`src/rtl/aes_ser_pkg.sv`:
```
package aes_ser_pkg;

  localparam int BLK_BYTES  = 16;
  localparam int WORD_BYTES = 4;

  function automatic logic [7:0] gf_xtime(input logic [7:0] a);
    return {a[6:0], 1'b0} ^ (a[7] ? 8'h1b : 8'h00);
  endfunction

  function automatic logic [7:0] gf_mul(input logic [7:0] a, input logic [7:0] b);
    logic [7:0] p;
    logic [7:0] s;
    p = 8'h00;
    s = a;
    for (int i = 0; i < 8; i++) begin
      if (b[i]) p = p ^ s;
      s = gf_xtime(s);
    end
    return p;
  endfunction

  // a^254 by square-and-multiply: product of a^2 .. a^128
  function automatic logic [7:0] gf_inv(input logic [7:0] a);
    logic [7:0] sq;
    logic [7:0] r;
    sq = a;
    r  = 8'h01;
    for (int i = 0; i < 7; i++) begin
      sq = gf_mul(sq, sq);
      r  = gf_mul(r, sq);
    end
    return r;
  endfunction

endpackage

```
`src/rtl/aes_ser_sbox.sv`:
```
module aes_ser_sbox
  import aes_ser_pkg::*;
(
  input  logic [7:0] din,
  output logic [7:0] dout
);
  logic [7:0] inv;

  always_comb begin
    inv  = gf_inv(din);
    dout = inv ^ {inv[6:0], inv[7]} ^ {inv[5:0], inv[7:6]}
               ^ {inv[4:0], inv[7:5]} ^ {inv[3:0], inv[7:4]} ^ 8'h63;
  end
endmodule

```
`src/rtl/aes_ser_round_mix.sv`:
```
module aes_ser_round_mix
  import aes_ser_pkg::*;
(
  input  logic [127:0] state_in,
  input  logic [127:0] rkey,
  input  logic         skip_mix,
  output logic [127:0] state_out
);
  logic [7:0] sb [BLK_BYTES];
  logic [7:0] sh [BLK_BYTES];

  // byte i: row i%4, column i/4; row r rotates left by r columns
  generate
    for (genvar i = 0; i < BLK_BYTES; i++) begin : g_rows
      localparam int ROW = i % 4;
      localparam int COL = i / 4;
      localparam int SRC = 4 * ((COL + ROW) % 4) + ROW;
      assign sb[i] = state_in[8*(BLK_BYTES-1-i) +: 8];
      assign sh[i] = sb[SRC];
    end

    for (genvar c = 0; c < 4; c++) begin : g_cols
      logic [7:0] a0, a1, a2, a3;
      logic [7:0] m0, m1, m2, m3;
      logic [31:0] col_out;
      assign a0 = sh[4*c];
      assign a1 = sh[4*c+1];
      assign a2 = sh[4*c+2];
      assign a3 = sh[4*c+3];
      assign m0 = gf_xtime(a0) ^ gf_xtime(a1) ^ a1 ^ a2 ^ a3;
      assign m1 = a0 ^ gf_xtime(a1) ^ gf_xtime(a2) ^ a2 ^ a3;
      assign m2 = a0 ^ a1 ^ gf_xtime(a2) ^ gf_xtime(a3) ^ a3;
      assign m3 = gf_xtime(a0) ^ a0 ^ a1 ^ a2 ^ gf_xtime(a3);
      assign col_out = skip_mix ? {a0, a1, a2, a3} : {m0, m1, m2, m3};
      assign state_out[32*(3-c) +: 32] = col_out ^ rkey[32*(3-c) +: 32];
    end
  endgenerate
endmodule

```
`src/rtl/aes_ser_keyexp.sv`:
```
module aes_ser_keyexp (
  input  logic [127:0] key_in,
  input  logic [31:0]  sub_word,
  input  logic [7:0]   rcon,
  output logic [127:0] key_out
);
  logic [31:0] t, w0, w1, w2, w3;

  always_comb begin
    t  = sub_word ^ {rcon, 24'h000000};
    w0 = key_in[127:96] ^ t;
    w1 = key_in[95:64]  ^ w0;
    w2 = key_in[63:32]  ^ w1;
    w3 = key_in[31:0]   ^ w2;
    key_out = {w0, w1, w2, w3};
  end
endmodule

```
`src/rtl/aes_ser_ctrl.sv`:
```
module aes_ser_ctrl #(
  parameter int ROUNDS     = 10,
  parameter int KEY_SUBS   = 4,
  parameter int STATE_SUBS = 16,
  localparam int MIX_STEP  = KEY_SUBS + STATE_SUBS,
  localparam int SW        = $clog2(MIX_STEP + 1),
  localparam int RW        = $clog2(ROUNDS + 1)
) (
  input  logic          clk,
  input  logic          rst_n,
  input  logic          start,
  output logic          run,
  output logic [SW-1:0] step,
  output logic          key_phase,
  output logic          mix_cycle,
  output logic          last_round,
  output logic          load,
  output logic          done
);
  localparam logic [SW-1:0] STEP_MIX  = SW'(MIX_STEP);
  localparam logic [SW-1:0] STEP_KEYS = SW'(KEY_SUBS);
  localparam logic [RW-1:0] RND_LAST  = RW'(ROUNDS);

  logic          run_q, run_d;
  logic [SW-1:0] step_q, step_d;
  logic [RW-1:0] rnd_q, rnd_d;
  logic          done_q, done_d;

  assign run        = run_q;
  assign step       = step_q;
  assign done       = done_q;
  assign load       = start && !run_q;
  assign key_phase  = run_q && (step_q < STEP_KEYS);
  assign mix_cycle  = run_q && (step_q == STEP_MIX);
  assign last_round = (rnd_q == RND_LAST);

  always_comb begin
    run_d  = run_q;
    step_d = step_q;
    rnd_d  = rnd_q;
    done_d = 1'b0;
    if (load) begin
      run_d  = 1'b1;
      step_d = '0;
      rnd_d  = RW'(1);
    end else if (run_q) begin
      if (step_q == STEP_MIX) begin
        step_d = '0;
        if (last_round) begin
          run_d  = 1'b0;
          done_d = 1'b1;
        end else begin
          rnd_d = rnd_q + RW'(1);
        end
      end else begin
        step_d = step_q + SW'(1);
      end
    end
  end

  always_ff @(posedge clk or negedge rst_n) begin
    if (!rst_n) begin
      run_q  <= 1'b0;
      step_q <= '0;
      rnd_q  <= '0;
      done_q <= 1'b0;
    end else begin
      run_q  <= run_d;
      step_q <= step_d;
      rnd_q  <= rnd_d;
      done_q <= done_d;
    end
  end

  a_r3_done_single: assert property (@(posedge clk) disable iff (!rst_n)
    done |=> !done);
  a_r2_done_after_last_mix: assert property (@(posedge clk) disable iff (!rst_n)
    $rose(done) |-> $past(run_q && last_round && step_q == STEP_MIX));
  a_r5_busy_start_ignored: assert property (@(posedge clk) disable iff (!rst_n)
    (run_q && step_q != STEP_MIX) |=> (run_q && step_q == $past(step_q) + SW'(1)
                                       && rnd_q == $past(rnd_q)));
  a_r2_round_in_range: assert property (@(posedge clk) disable iff (!rst_n)
    run_q |-> (rnd_q >= RW'(1) && rnd_q <= RND_LAST));
endmodule

```
`src/rtl/aes_ser_core.sv`:
```
module aes_ser_core
  import aes_ser_pkg::*;
#(
  parameter int ROUNDS = 10
) (
  input  logic         clk,
  input  logic         rst_n,
  input  logic         start,
  input  logic [127:0] plaintext,
  input  logic [127:0] cipher_key,
  output logic [127:0] ciphertext,
  output logic         done
);
  localparam int KEY_SUBS   = WORD_BYTES;
  localparam int STATE_SUBS = BLK_BYTES;
  localparam int SW         = $clog2(KEY_SUBS + STATE_SUBS + 1);

  logic          run, key_phase, mix_cycle, last_round, load;
  logic [SW-1:0] step;

  logic [127:0] state_q, state_d;
  logic [127:0] key_q, key_d;
  logic [31:0]  temp_q, temp_d;
  logic [7:0]   rcon_q, rcon_d;
  logic         state_en, key_en, temp_en, rcon_en;

  logic [7:0]   sub_in, sub_out;
  logic [127:0] mix_out, next_key;
  logic [1:0]   kbyte, krot;
  logic [3:0]   sbyte;

  aes_ser_ctrl #(
    .ROUNDS(ROUNDS), .KEY_SUBS(KEY_SUBS), .STATE_SUBS(STATE_SUBS)
  ) u_ctrl (
    .clk(clk), .rst_n(rst_n), .start(start),
    .run(run), .step(step), .key_phase(key_phase), .mix_cycle(mix_cycle),
    .last_round(last_round), .load(load), .done(done)
  );

  aes_ser_sbox u_sbox (.din(sub_in), .dout(sub_out));

  aes_ser_keyexp u_kexp (
    .key_in(key_q), .sub_word(temp_q), .rcon(rcon_q), .key_out(next_key)
  );

  aes_ser_round_mix u_mix (
    .state_in(state_q), .rkey(next_key), .skip_mix(last_round), .state_out(mix_out)
  );

  // key word 3 rotated left by one byte, then state bytes 0..15
  assign kbyte = 2'(step);
  assign krot  = kbyte + 2'd1;
  assign sbyte = 4'(step - SW'(KEY_SUBS));

  always_comb begin
    if (key_phase) sub_in = key_q[8*(3-int'(krot)) +: 8];
    else           sub_in = state_q[8*(BLK_BYTES-1-int'(sbyte)) +: 8];
  end

  always_comb begin
    state_d  = state_q;
    key_d    = key_q;
    temp_d   = temp_q;
    rcon_d   = rcon_q;
    state_en = 1'b0;
    key_en   = 1'b0;
    temp_en  = 1'b0;
    rcon_en  = 1'b0;
    if (load) begin
      state_d  = plaintext ^ cipher_key;
      key_d    = cipher_key;
      rcon_d   = 8'h01;
      state_en = 1'b1;
      key_en   = 1'b1;
      rcon_en  = 1'b1;
    end else if (mix_cycle) begin
      state_d  = mix_out;
      key_d    = next_key;
      rcon_d   = gf_xtime(rcon_q);
      state_en = 1'b1;
      key_en   = 1'b1;
      rcon_en  = 1'b1;
    end else if (key_phase) begin
      temp_d[8*(3-int'(kbyte)) +: 8] = sub_out;
      temp_en = 1'b1;
    end else if (run) begin
      state_d[8*(BLK_BYTES-1-int'(sbyte)) +: 8] = sub_out;
      state_en = 1'b1;
    end
  end

  always_ff @(posedge clk or negedge rst_n) begin
    if (!rst_n) begin
      state_q <= '0;
      key_q   <= '0;
      temp_q  <= '0;
      rcon_q  <= '0;
    end else begin
      if (state_en) state_q <= state_d;
      if (key_en)   key_q   <= key_d;
      if (temp_en)  temp_q  <= temp_d;
      if (rcon_en)  rcon_q  <= rcon_d;
    end
  end

  assign ciphertext = state_q;

  a_r4_result_held: assert property (@(posedge clk) disable iff (!rst_n)
    (!run && !start) |=> $stable(ciphertext));
  a_r8_sbox_no_fixed_point: assert property (@(posedge clk) disable iff (!rst_n)
    (run && !mix_cycle) |-> (sub_out != sub_in));
  a_r9_rcon_nonzero: assert property (@(posedge clk) disable iff (!rst_n)
    mix_cycle |-> $onehot0(rcon_q) || rcon_q == 8'h1b || rcon_q == 8'h36);
endmodule

```
`config.mk`:
```
export PLATFORM = sky130hd
export DESIGN_NAME = aes_ser_core
export DESIGN_NICKNAME = d
export VERILOG_FILES = /design/src/rtl/aes_ser_pkg.sv /design/src/rtl/aes_ser_sbox.sv /design/src/rtl/aes_ser_round_mix.sv /design/src/rtl/aes_ser_keyexp.sv /design/src/rtl/aes_ser_ctrl.sv /design/src/rtl/aes_ser_core.sv
export SDC_FILE = /design/constraint.sdc
export NUM_CORES = 2
export LEC_CHECK = 0
export BUFFER_PORTS_ARGS = -buffer_cell sky130_fd_sc_hd__buf_2
export CORE_MARGIN = 1
export CORE_UTILIZATION = 40
export DETAILED_ROUTE_END_ITERATION = 8
export GPL_TIMING_DRIVEN = 1
export RECOVER_POWER = 100
export SYNTH_ARGS = -nofsm -noshare
export SYNTH_HDL_FRONTEND = slang
export SYNTH_HIERARCHICAL = 1
export SYNTH_SLANG_ARGS = --single-unit
export TNS_END_PERCENT = 20
```
`constraint.sdc`:
```
create_clock -name clk -period 54.1 [get_ports clk]
set_clock_uncertainty 0.1 [all_clocks]
set_input_delay 5.41 -clock clk [delete_from_list [all_inputs] [get_ports clk]]
set_output_delay 5.41 -clock clk [all_outputs]
set_load 0.01 [all_outputs]
```
==> impl_metrics.csv <==
group,metric,value,unit
synth,synth_area_per_cell,8.61,sq um
timing,worst_slew_pin_slew,8.08,ns
timing,rsz0062_at_grt,"no",
synth,synth_area,0.0412,sq mm
timing,finalSetupTns,0,ns
drt,wl_per_cell,27.3,um
worst_setup_path,cpPeakStageDelay,1.49,ns
global_routing,grt_pass1_wl,250000,um
worst_setup_path,cp.required,54.48,ns
synth,synth.distinct_cells,129,
timing,setup_viol,0,
global_routing,grt_usage,32.8,%
worst_setup_path,worst_setup_path_start_kind,"flop",
synth,synth-seq-cells,307,
synth,yosysTopAreaCell,"dfrtp_1",
worst_setup_path,cp_common_cell,"xnor2_1",
timing,min_period,25.41,ns
timing,max_freq,0.0394,GHz
drt,totalWireLength,176000,um
cts,tritoncts,"yes",
worst_setup_path,crit_family,"XOR/XNOR gates",
final_layout,areaGrowthSynthToFinish,10.6,%
worst_setup_path,rr_worst_depth,59,
worst_setup_path,critPathBufInv,7,
cts,postCtsSetupBuffers,0,
final_layout,drive_above_1_share,14.6,%
floorplanning,core_area,0.102,sq mm
timing,holdWs,0.401,ns
synth,synth_top_area_share,18.7,%
hold_path,whs_path_depth,2,
floorplanning,die-area,0.104,sq mm
floorplanning,rows,117,
synth,synth_ff_type,"dfrtp_1",
global_routing,grt_pass1_vias,35800,
global_routing,grt_max_degree,194,
drt,drc_errors,0,
place,dp_hpwl,134000,um
synth,synth_area_leaders,"dfrtp_1 (19%), xnor2_1 (16%), xor2_1 (10%)",
global_routing,antenna_found_initial,4,
run_status,status,"finished, violations left",
run,cap_violations,10,
drt,ant_nets,0,
cts,clock_path_buffers,3,
drt,viasPerCell,5.96,
place,port_buffers,387,
cts,clk_latency,0.58,ns
worst_setup_path,r2r_slack,28.69,ns
cts,post_cts_resized,0,
cts,cts_made_buffers,39,
synth,ys_warn_count,6,
floorplanning,start_util,40.4,%
worst_setup_path,r2r-end,"ciphertext[16]$_DFFE_PN0P_",
drt,via_count,38400,
run_status,violations,"max-capacitance violations, max-slew violations",
cts,ctsHoldBuffers,0,
drt,dr.pass1.iters,7,
final_layout,final_nets,5319,
synth,ys_seq_area_share,18.7,%
synth,synth_edf_count,0,
synth,ys_async_sr_fraction,100,%
final_layout,utilization,44.7,%
cts,cts_sinks,307,
floorplanning,die_y,323,um
synth,synthCells,4779,
cts,htreeDepth,2,
drt,drtIter0Drc,4672,
hold_path,min_to,"temp_q[28]$_DFFE_PN0P_",
place,gp_congestion,1.05,
cts,cts_root_buffer,"clkbuf_16",
worst_setup_path,crit_slowest_cell,"clkbuf_1",
floorplanning,die_w,323,um
synth,yosysMostFrequentCell,"xnor2_1",
timing,slew_headroom,-439,%
cts,clk_pin_slew,0.07,ns
hold_path,hold_path.class,"reg2reg",
worst_setup_path,r2r-start,"u_ctrl/step[1]$_DFFE_PN0P_",
worst_setup_path,endpoint_kind,"flop",
synth,synth_nets,5055,
timing,hold_viol,0,
timing,fin_crit_sh,47.0,%
worst_setup_path,critPathArrivalTime,25.78,ns
floorplanning,ios,388,
hold_path,hp-start,"temp_q[28]$_DFFE_PN0P_",
global_routing,grt_overflow,0,
timing,report.final.slew_viol_count,816,
worst_setup_path,cp_max_fo,34,
worst_setup_path,critPathKind,"reg2reg",
synth,synth_common_cells,"xnor2_1 (774), nand2_1 (605), xor2_1 (489)",
[area by class of cell]
| cell class | count | area, sq um |
|---|---|---|
| multi-input combinational | 4111 | 32000 |
| timing repair buffer | 537 | 2730 |
| sequential | 307 | 7690 |
| inverter | 47 | 178 |
| antenna | 2 | 5.00 |
| tap | 1368 | 1710 |
| clock buffer | 59 | 1130 |
| fill | 10200 | 56400 |
| clock inverter | 7 | 114 |
[metrics by stage]
| step | area [sq um] | cells | setup slack (ns) |
|---|---|---|---|
| after floorplan | 41200 | 4779 | 36.89 |
| after global placement | 44700 | 6370 | 33.78 |
| after detailed placement | 44700 | 6370 | 33.31 |
| after CTS | 45900 | 6436 | 33.25 |
| after global routing | 45500 | 6436 | 27.38 |
| final | 45500 | 6438 | 28.69 |
[placed cells by master (no fill, tap or decap), types with 35 or more instances in the layout]
cell / synthesis / final
a21oi_1: 158 / 158
a22oi_1: 69 / 69
buf_2: 65 / 311
buf_4: 30 / 81
clkbuf_1: 181 / 156
clkbuf_16: 0 / 39
dfrtp_1: 307 / 306
inv_1: 36 / 36
mux2i_1: 221 / 221
nand2_1: 605 / 605
nand3_1: 54 / 54
nor2_1: 358 / 355
nor3_1: 60 / 60
o211ai_1: 48 / 48
o21a_1: 50 / 50
o21ai_0: 293 / 295
o21ai_1: 54 / 52
o22ai_1: 35 / 35
o31ai_1: 62 / 61
xnor2_1: 774 / 764
xnor2_2: 56 / 66
xnor3_1: 89 / 89
xor2_1: 489 / 487
xor2_2: 34 / 36
[cell families after synthesis]
group	Yosys count	synth area share, %
compound gates	1042	16.8
simple gates	1268	13.5
buf+inv	361	4.00
xor+xnor	1491	38.3
flops	307	18.7
mux	292	8.25
fa+ha+maj	18	0.541
[routing by layer]
metal | global-route usage [%] | part of all wire, % | vias to the layer above
met5 | 0 | 0.0057 | -
met3 | 8.71 | 11 | 425
met4 | 15.1 | 5.5 | 2
met2 | 49.0 | 43 | 2275
li1 | - | - | 17100
met1 | 43.8 | 41 | 18600
[registers in the layout (all words and copies together) (netlist names)]
name	count
ciphertext	128
u_ctrl/rnd_q	4
u_ctrl/run	1
u_ctrl/step	5
rcon_q	8
key_q	128
u_ctrl/done	1
temp_q	32
[worst reg2reg max path, delay by kind of cell (launching register included)]
| family | cells | cell delay, ns |
|---|---|---|
| xor+xnor | 17 | 6.76 |
| compound gates | 16 | 5.72 |
| buf+inv | 7 | 4.68 |
| simple gates | 13 | 4.16 |
| fa+ha+maj | 4 | 2.98 |
| mux | 2 | 0.60 |
| flops | 1 | 0.33 |
[how the worst max path moves through the flow]
stage | start | endpoint | slack [ns] | depth (start not counted)
CTS | u_ctrl/step[1]$_DFFE_PN0P_ | ciphertext[16]$_DFFE_PN0P_ | 33.25 | 59
finish | u_ctrl/step[1]$_DFFE_PN0P_ | ciphertext[16]$_DFFE_PN0P_ | 28.69 | 59
global placement | u_ctrl/step[1]$_DFFE_PN0P_ | ciphertext[48]$_DFFE_PN0P_ | 33.78 | 59
floorplan | u_ctrl/step[2]$_DFFE_PN0P_ | ciphertext[80]$_DFFE_PN0P_ | 36.89 | 68
global route | u_ctrl/step[1]$_DFFE_PN0P_ | ciphertext[48]$_DFFE_PN0P_ | 27.38 | 60
detailed placement | u_ctrl/step[1]$_DFFE_PN0P_ | ciphertext[16]$_DFFE_PN0P_ | 33.31 | 59
Power is not shown: default switching activity piles up to over one toggle a cycle in this logic, so the estimate is an artifact.
